**src/rtl/dbuf_tx_pkg.sv**
```systemverilog
package dbuf_tx_pkg;
  localparam logic [1:0] ADDR_CFG  = 2'd0;
  localparam logic [1:0] ADDR_DIV  = 2'd1;
  localparam logic [1:0] ADDR_HOLD = 2'd2;

  typedef struct packed {
    logic ninth;
    logic intEn;
    logic highSpeed;
    logic nineBit;
    logic txEn;
    logic portEn;
  } txCfg_t;

  typedef struct packed {
    logic load;
    logic shift;
  } txStrobe_t;
endpackage

```
**src/rtl/dbuf_tx_dpath.sv**
```systemverilog
module dbuf_tx_dpath
  import dbuf_tx_pkg::*;
#(
  parameter int DATA_W   = 8,
  parameter int DIV_W    = 8,
  parameter int FAST_PRE = 16,
  parameter int SLOW_PRE = 64
) (
  input  logic              clk,
  input  logic              rst,
  input  logic              cfgWr,
  input  logic              divWr,
  input  logic              holdWr,
  input  logic [DATA_W-1:0] wrData,
  input  txStrobe_t         stb,
  output txCfg_t            cfg,
  output logic              holdFull,
  output logic              bitTick,
  output logic              lineBit
);
  localparam int SH_W  = DATA_W + 3;
  localparam int PRE_W = $clog2(SLOW_PRE);

  logic [DATA_W-1:0] holdReg;
  logic [DIV_W-1:0]  divVal, divCnt;
  logic [PRE_W-1:0]  preCnt, preLast;
  logic [SH_W-1:0]   shReg;
  logic              divTick;

  always_ff @(posedge clk) begin
    if (rst) begin
      cfg      <= '0;
      divVal   <= '0;
      holdReg  <= '0;
      holdFull <= 1'b0;
    end else begin
      if (cfgWr) cfg <= txCfg_t'(wrData[5:0]);
      if (divWr) divVal <= wrData[DIV_W-1:0];
      if (holdWr) begin
        holdReg  <= wrData;
        holdFull <= 1'b1;
      end else if (stb.load) begin
        holdFull <= 1'b0;
      end
    end
  end

  // baud divider: N down to 0, restarts on a frame load or a divider write
  assign divTick = (divCnt == '0) && !stb.load && !divWr;
  assign preLast = cfg.highSpeed ? PRE_W'(FAST_PRE - 1) : PRE_W'(SLOW_PRE - 1);
  assign bitTick = divTick && (preCnt == preLast);

  always_ff @(posedge clk) begin
    if (rst) begin
      divCnt <= '0;
      preCnt <= '0;
    end else begin
      if (divWr)              divCnt <= wrData[DIV_W-1:0];
      else if (stb.load)      divCnt <= divVal;
      else if (divCnt == '0)  divCnt <= divVal;
      else                    divCnt <= divCnt - 1'b1;

      if (stb.load)           preCnt <= '0;
      else if (divTick)       preCnt <= (preCnt == preLast) ? '0 : preCnt + 1'b1;
    end
  end

  // frame image: stop, ninth (or stop filler), data, start
  always_ff @(posedge clk) begin
    if (rst) begin
      shReg <= '1;
    end else if (stb.load) begin
      shReg <= {1'b1, (cfg.nineBit ? cfg.ninth : 1'b1), holdReg, 1'b0};
    end else if (stb.shift) begin
      shReg <= {1'b1, shReg[SH_W-1:1]};
    end
  end

  assign lineBit = shReg[0];
endmodule

```
**src/rtl/dbuf_tx_ctrl.sv**
```systemverilog
module dbuf_tx_ctrl
  import dbuf_tx_pkg::*;
#(
  parameter int DATA_W = 8
) (
  input  logic      clk,
  input  logic      rst,
  input  txCfg_t    cfg,
  input  logic      cfgWr,
  input  logic      wrTxEn,
  input  logic      holdWr,
  input  logic      holdFull,
  input  logic      bitTick,
  output txStrobe_t stb,
  output logic      busy,
  output logic      flag
);
  localparam int IDX_W = $clog2(DATA_W + 3);
  localparam logic [IDX_W-1:0] LAST_SHORT = IDX_W'(DATA_W + 1);
  localparam logic [IDX_W-1:0] LAST_LONG  = IDX_W'(DATA_W + 2);

  logic             active, txEnSet, wrPend, lastBit;
  logic [IDX_W-1:0] bitIdx;

  assign active    = cfg.portEn && cfg.txEn;
  assign txEnSet   = cfgWr && wrTxEn && !cfg.txEn;
  assign lastBit   = bitIdx == (cfg.nineBit ? LAST_LONG : LAST_SHORT);
  assign stb.load  = active && !busy && holdFull;
  assign stb.shift = busy && bitTick;

  always_ff @(posedge clk) begin
    if (rst) begin
      busy   <= 1'b0;
      bitIdx <= '0;
    end else if (!active) begin
      busy   <= 1'b0;
      bitIdx <= '0;
    end else if (stb.load) begin
      busy   <= 1'b1;
      bitIdx <= '0;
    end else if (stb.shift) begin
      if (lastBit) busy <= 1'b0;
      bitIdx <= lastBit ? '0 : bitIdx + 1'b1;
    end
  end

  // buffer-empty flag: set by load or enable, cleared one cycle after a write
  always_ff @(posedge clk) begin
    if (rst) begin
      wrPend <= 1'b0;
      flag   <= 1'b0;
    end else begin
      wrPend <= holdWr;
      if (txEnSet || stb.load) flag <= 1'b1;
      else if (wrPend)         flag <= 1'b0;
    end
  end
endmodule

```
**src/rtl/dbuf_serial_tx.sv**
```systemverilog
module dbuf_serial_tx
  import dbuf_tx_pkg::*;
#(
  parameter int DATA_W   = 8,
  parameter int DIV_W    = 8,
  parameter int FAST_PRE = 16,
  parameter int SLOW_PRE = 64
) (
  input  logic              clk,
  input  logic              rst,
  input  logic              wrEn,
  input  logic [1:0]        wrAddr,
  input  logic [DATA_W-1:0] wrData,
  output logic              txLine,
  output logic              bufEmpty,
  output logic              intReq,
  output logic              shiftEmpty
);
  txCfg_t    cfgW;
  txStrobe_t stbW;
  logic      cfgWr, divWr, holdWr, holdFullW, bitTickW, lineBitW, busyW, flagW, activeW;

  assign cfgWr  = wrEn && (wrAddr == ADDR_CFG);
  assign divWr  = wrEn && (wrAddr == ADDR_DIV);
  assign holdWr = wrEn && (wrAddr == ADDR_HOLD);

  dbuf_tx_dpath #(
    .DATA_W(DATA_W), .DIV_W(DIV_W), .FAST_PRE(FAST_PRE), .SLOW_PRE(SLOW_PRE)
  ) u_dpath (
    .clk(clk), .rst(rst), .cfgWr(cfgWr), .divWr(divWr), .holdWr(holdWr),
    .wrData(wrData), .stb(stbW), .cfg(cfgW), .holdFull(holdFullW),
    .bitTick(bitTickW), .lineBit(lineBitW)
  );

  dbuf_tx_ctrl #(.DATA_W(DATA_W)) u_ctrl (
    .clk(clk), .rst(rst), .cfg(cfgW), .cfgWr(cfgWr), .wrTxEn(wrData[1]),
    .holdWr(holdWr), .holdFull(holdFullW), .bitTick(bitTickW),
    .stb(stbW), .busy(busyW), .flag(flagW)
  );

  assign activeW    = cfgW.portEn && cfgW.txEn;
  assign txLine     = (activeW && busyW) ? lineBitW : 1'b1;
  assign bufEmpty   = flagW;
  assign intReq     = flagW && cfgW.intEn;
  assign shiftEmpty = !busyW;
endmodule

```
**config.mk**
```make
export PLATFORM = sky130hd
export DESIGN_NAME = dbuf_serial_tx
export DESIGN_NICKNAME = d
export VERILOG_FILES = /design/src/rtl/dbuf_tx_pkg.sv /design/src/rtl/dbuf_tx_dpath.sv /design/src/rtl/dbuf_tx_ctrl.sv /design/src/rtl/dbuf_serial_tx.sv
export SDC_FILE = /design/constraint.sdc
export NUM_CORES = 1
export LEC_CHECK = 0
export ABC_AREA = 1
export ABC_CLOCK_PERIOD_IN_PS = 2000
export BUFFER_PORTS_ARGS = -buffer_cell sky130_fd_sc_hd__buf_2
export CAP_MARGIN = 25
export CORE_ASPECT_RATIO = 0.9
export CORE_MARGIN = 2
export CORE_UTILIZATION = 35
export CTS_BUF_LIST = sky130_fd_sc_hd__clkbuf_4
export DETAILED_ROUTE_END_ITERATION = 8
export HOLD_SLACK_MARGIN = 0.12
export PLACE_DENSITY_LB_ADDON = 0.3
export SLEW_MARGIN = 20
export SYNTH_ARGS = -nofsm -noshare
export SYNTH_HDL_FRONTEND = slang
export SYNTH_SLANG_ARGS = --single-unit
export TNS_END_PERCENT = 10
```
**constraint.sdc**
```tcl
create_clock -name clk -period 2 [get_ports clk]
set_clock_uncertainty 0.2 [all_clocks]
set_input_delay 0.3 -clock clk [delete_from_list [all_inputs] [get_ports clk]]
set_output_delay 0.3 -clock clk [all_outputs]
set_load 0.005 [all_outputs]
```
==> results.md <==
- Final WL: 5550 µm
- DRC: 0
- Layout cells sized above 1: 12.3%
- Distinct cells, synth: 25
- Ys Warns: 0
- Die span in y: 84.3 µm
- Sw frac: 35.9%
- Clock latency on the worst-skew pair: 0.36 ns
- Nets: 406
- Die Area: 0.00785 mm²
- RSZ-0062 raised after global routing: no
- Seq cells post-synth: 54
- Final Hold Fails: 0
- Leakage: 1.28 nW
- Post-route ant nets: 0
- Internal power: 1.72 mW
- Combinational Power Share: 34.8%
- Vias in the first global route: 2033
- Initial antenna violation count: 0
- Fin area: 0.00288 mm²
- Synthesis-to-layout area growth: 14.9%
- Cell accounting for the most synthesized area: dfxtp_1
- Final setup margin: 0.187 ns
- Slew of the pin with the lowest slew margin: 0.505 ns
- Worst slew margin: 66.1%
- Root buffer cell: clkbuf_4
- Crit. End Element: flop
- Fmax: 552 MHz
- Setup crit start kind: flop
- Setup-failing EPs final: 0
- Worst-path maximum fanout: 9
- Rows: 29
- Starting density of the core: 35.8%
- Final core occ: 41.1%
- Buffers added on ports: 16
- Vias: 2278
- CTS tree: built
- Post-DP HPWL: 4020 µm
- Clock transition at path regs: 0.15 ns
- FF-to-FF setup slack: 0.19 ns
- Critical path class: flop to flop
- Mapped Area: 0.00250 mm²
- Vias per cell: 4.73
- Synth Instances: 358
- Synth top area cells: dfxtp_1, nand2_1, a21oi_1
- Tot Pwr: 2.68 mW
- GPL Wtd Cong: 0.823
- Sw power: 0.962 mW
- Grt total ovfl: 0
- Syn nets: 375
- Max-Cap Viols: 0
- Slowest-stage cell, CP: dfxtp_1
- Status: finished clean
- Buf+Inv Stages, Crit Path: 1
- H-tree levels: 2
- Seq/Total Area, Yosys: 43.2%
- Core area: 0.00700 mm²
- Largest net degree at the start of global routing: 29
- Area of the multi-input gates: 0.00124 mm²
- Crit path DAT: 1.91 ns
- DR iter-0 viols: 132
- Reg power frac: 47.4%
- Largest stage delay, worst path: 0.35 ns
- Ports: 17
- First-pass GRT wire length: 9430 µm
- Wire length per cell: 11.5 µm
- Peak VDD IR: 0.496 mV
- Fin. max-slew vios: 0
- Sequential cell area: 0.00108 mm²
- Required time of the worst setup path: 2.10 ns
- Synthesized area per cell: 7.00 µm²
- Total track usage: 14.8%
- Pre-CTS setup slack: 0.111 ns
- Setup TNS Final: 0 ns
- Crit share post-route: 90.6%
- Fill count: 731
- Antenna Cells: 0
- Top cell type's share of synthesized area: 43.2%
- PD cells: 932 mW/mm²
- Router iterations before antenna repair: 5
- Tmin final: 1.81 ns
- CTS Sinks: 54
- Worst min path class: input pin to flop
- Crit path max-delay family: simple AND/OR/NAND/NOR gates
- CTS buffer count: 5
- Clk pwr share: 17.8%
- Crit path cell chain: inv_1 > ha_1 > nand2_1 > nor2_2 > nand3_2 > or2_2 > a21oi_1
- Die span in x: 93.2 µm
- Max clock buf depth: 2
- DP Area: 0.00271 mm²
## Yosys cell counts
library cell	instances
nand3_4	1
nor3_1	1
buf_6	1
nand2_1	93
nand3_2	1
xor2_1	2
inv_1	37
o21bai_1	1
nand4_1	3
nor2_4	2
buf_2	2
nor2_1	33
a21oi_1	39
nand3b_1	2
nand2_2	3
xnor2_1	2
nand3_1	34
ha_1	4
or2_2	3
nand4_4	1
o21ai_0	29
inv_2	2
nor2_2	1
dfxtp_1	54
clkbuf_1	7
## cells by family after synthesis
| logic type | Yosys count | share of synthesized area, % |
|---|---|---|
| and+or+nand+nor | 178 | 31.8 |
| AOI/OAI and AO/OA | 69 | 13.9 |
| DFF | 54 | 43.2 |
| buffers and inverters | 49 | 7.74 |
| xor gates and xnor gates | 4 | 1.40 |
| adders and majority gates | 4 | 2.00 |
## path summary, 6_finish.rpt
| path | cells after the start | endpoint | startpoint |
|---|---|---|---|
| max | 7 | u_dpath.preCnt[0]$_SDFFE_PP0P_ | u_dpath.divCnt[0]$_SDFF_PP0_ |
| min | 4 | u_dpath.cfg[5]$_SDFFE_PP0N_ | wrAddr[0] |
| max reg2reg | 7 | u_dpath.preCnt[0]$_SDFFE_PP0P_ | u_dpath.divCnt[0]$_SDFF_PP0_ |
| min reg2reg | 2 | u_dpath.holdReg[2]$_SDFFE_PP0P_ | u_dpath.holdReg[2]$_SDFFE_PP0P_ |
## repair_timing
action / in CTS / in global routing
setup endpoints to repair: 0 / 10
resized for setup: 0 / 4
setup buffers: 0 / 0
endpoints found under the hold margin: 30 / 0
hold buffers: 10 / 0
## routing by layer
layer | routed length (µm) | share of wire (%) | track usage (%)
met1 | 2910 | 53 | 21.9
met2 | 2380 | 43 | 22.3
met3 | 222 | 4.0 | 2.96
met4 | 29 | 0.52 | 3.61
met5 | 0 | 0 | 0
## per-stage QoR
step           instances  hold slack, ns
6_report             482           0.165
5_1_grt              482           0.186
4_1_cts              482           0.147
3_5_place_dp         465           0.247
3_3_place_gp         465           0.239
2_1_floorplan        358           0.224
## sequential cells by signal (all words and copies together), names as in the netlist
register,count
u_ctrl.busy,1
u_dpath.divCnt,8
u_ctrl.flag,1
u_dpath.holdFull,1
u_ctrl.wrPend,1
u_dpath.holdReg,8
u_dpath.cfg,6
u_ctrl.bitIdx,4
u_dpath.preCnt,6
u_dpath.divVal,8
u_dpath.shReg,10
## area by class of cell
cell class	instances	area share [%]
multi-input combinational	255	43.2
sequential	54	37.5
timing repair buffer	34	8.34
inverter	39	5.08
tap	93	4.04
clock buffer	7	1.83
## cell usage in the layout (no fill, tap or decap), types with 3 or more instances in the layout
master / netlist / final
nand3_1: 34 / 34
ha_1: 4 / 4
or2_2: 3 / 3
clkbuf_4: 0 / 7
nand4_1: 3 / 3
buf_4: 0 / 8
a21oi_1: 39 / 39
dfxtp_1: 54 / 54
dlygate4sd3_1: 0 / 10
buf_2: 2 / 16
nor2_1: 33 / 30
nand2_1: 93 / 93
nor2_2: 1 / 4
inv_1: 37 / 37
o21ai_0: 29 / 29
## power groups by stage
stage                     Combinational [mW]  Sequential [mW]  Clock (mW)
after global placement                 0.905             1.29           0
after floorplan                        0.698             1.28           0
after global routing                    1.06             1.28       0.538
after CTS                              0.932             1.27       0.499
final                                  0.934             1.27       0.476
after detailed placement               0.914             1.29           0
## tightest hold or removal path, cell delays in order
cell and delay (ns):
buf_2 0.10, nor3_1 0.09, o21ai_0 0.16, nor2_1 0.04
Power figures use the tool's default switching activity.
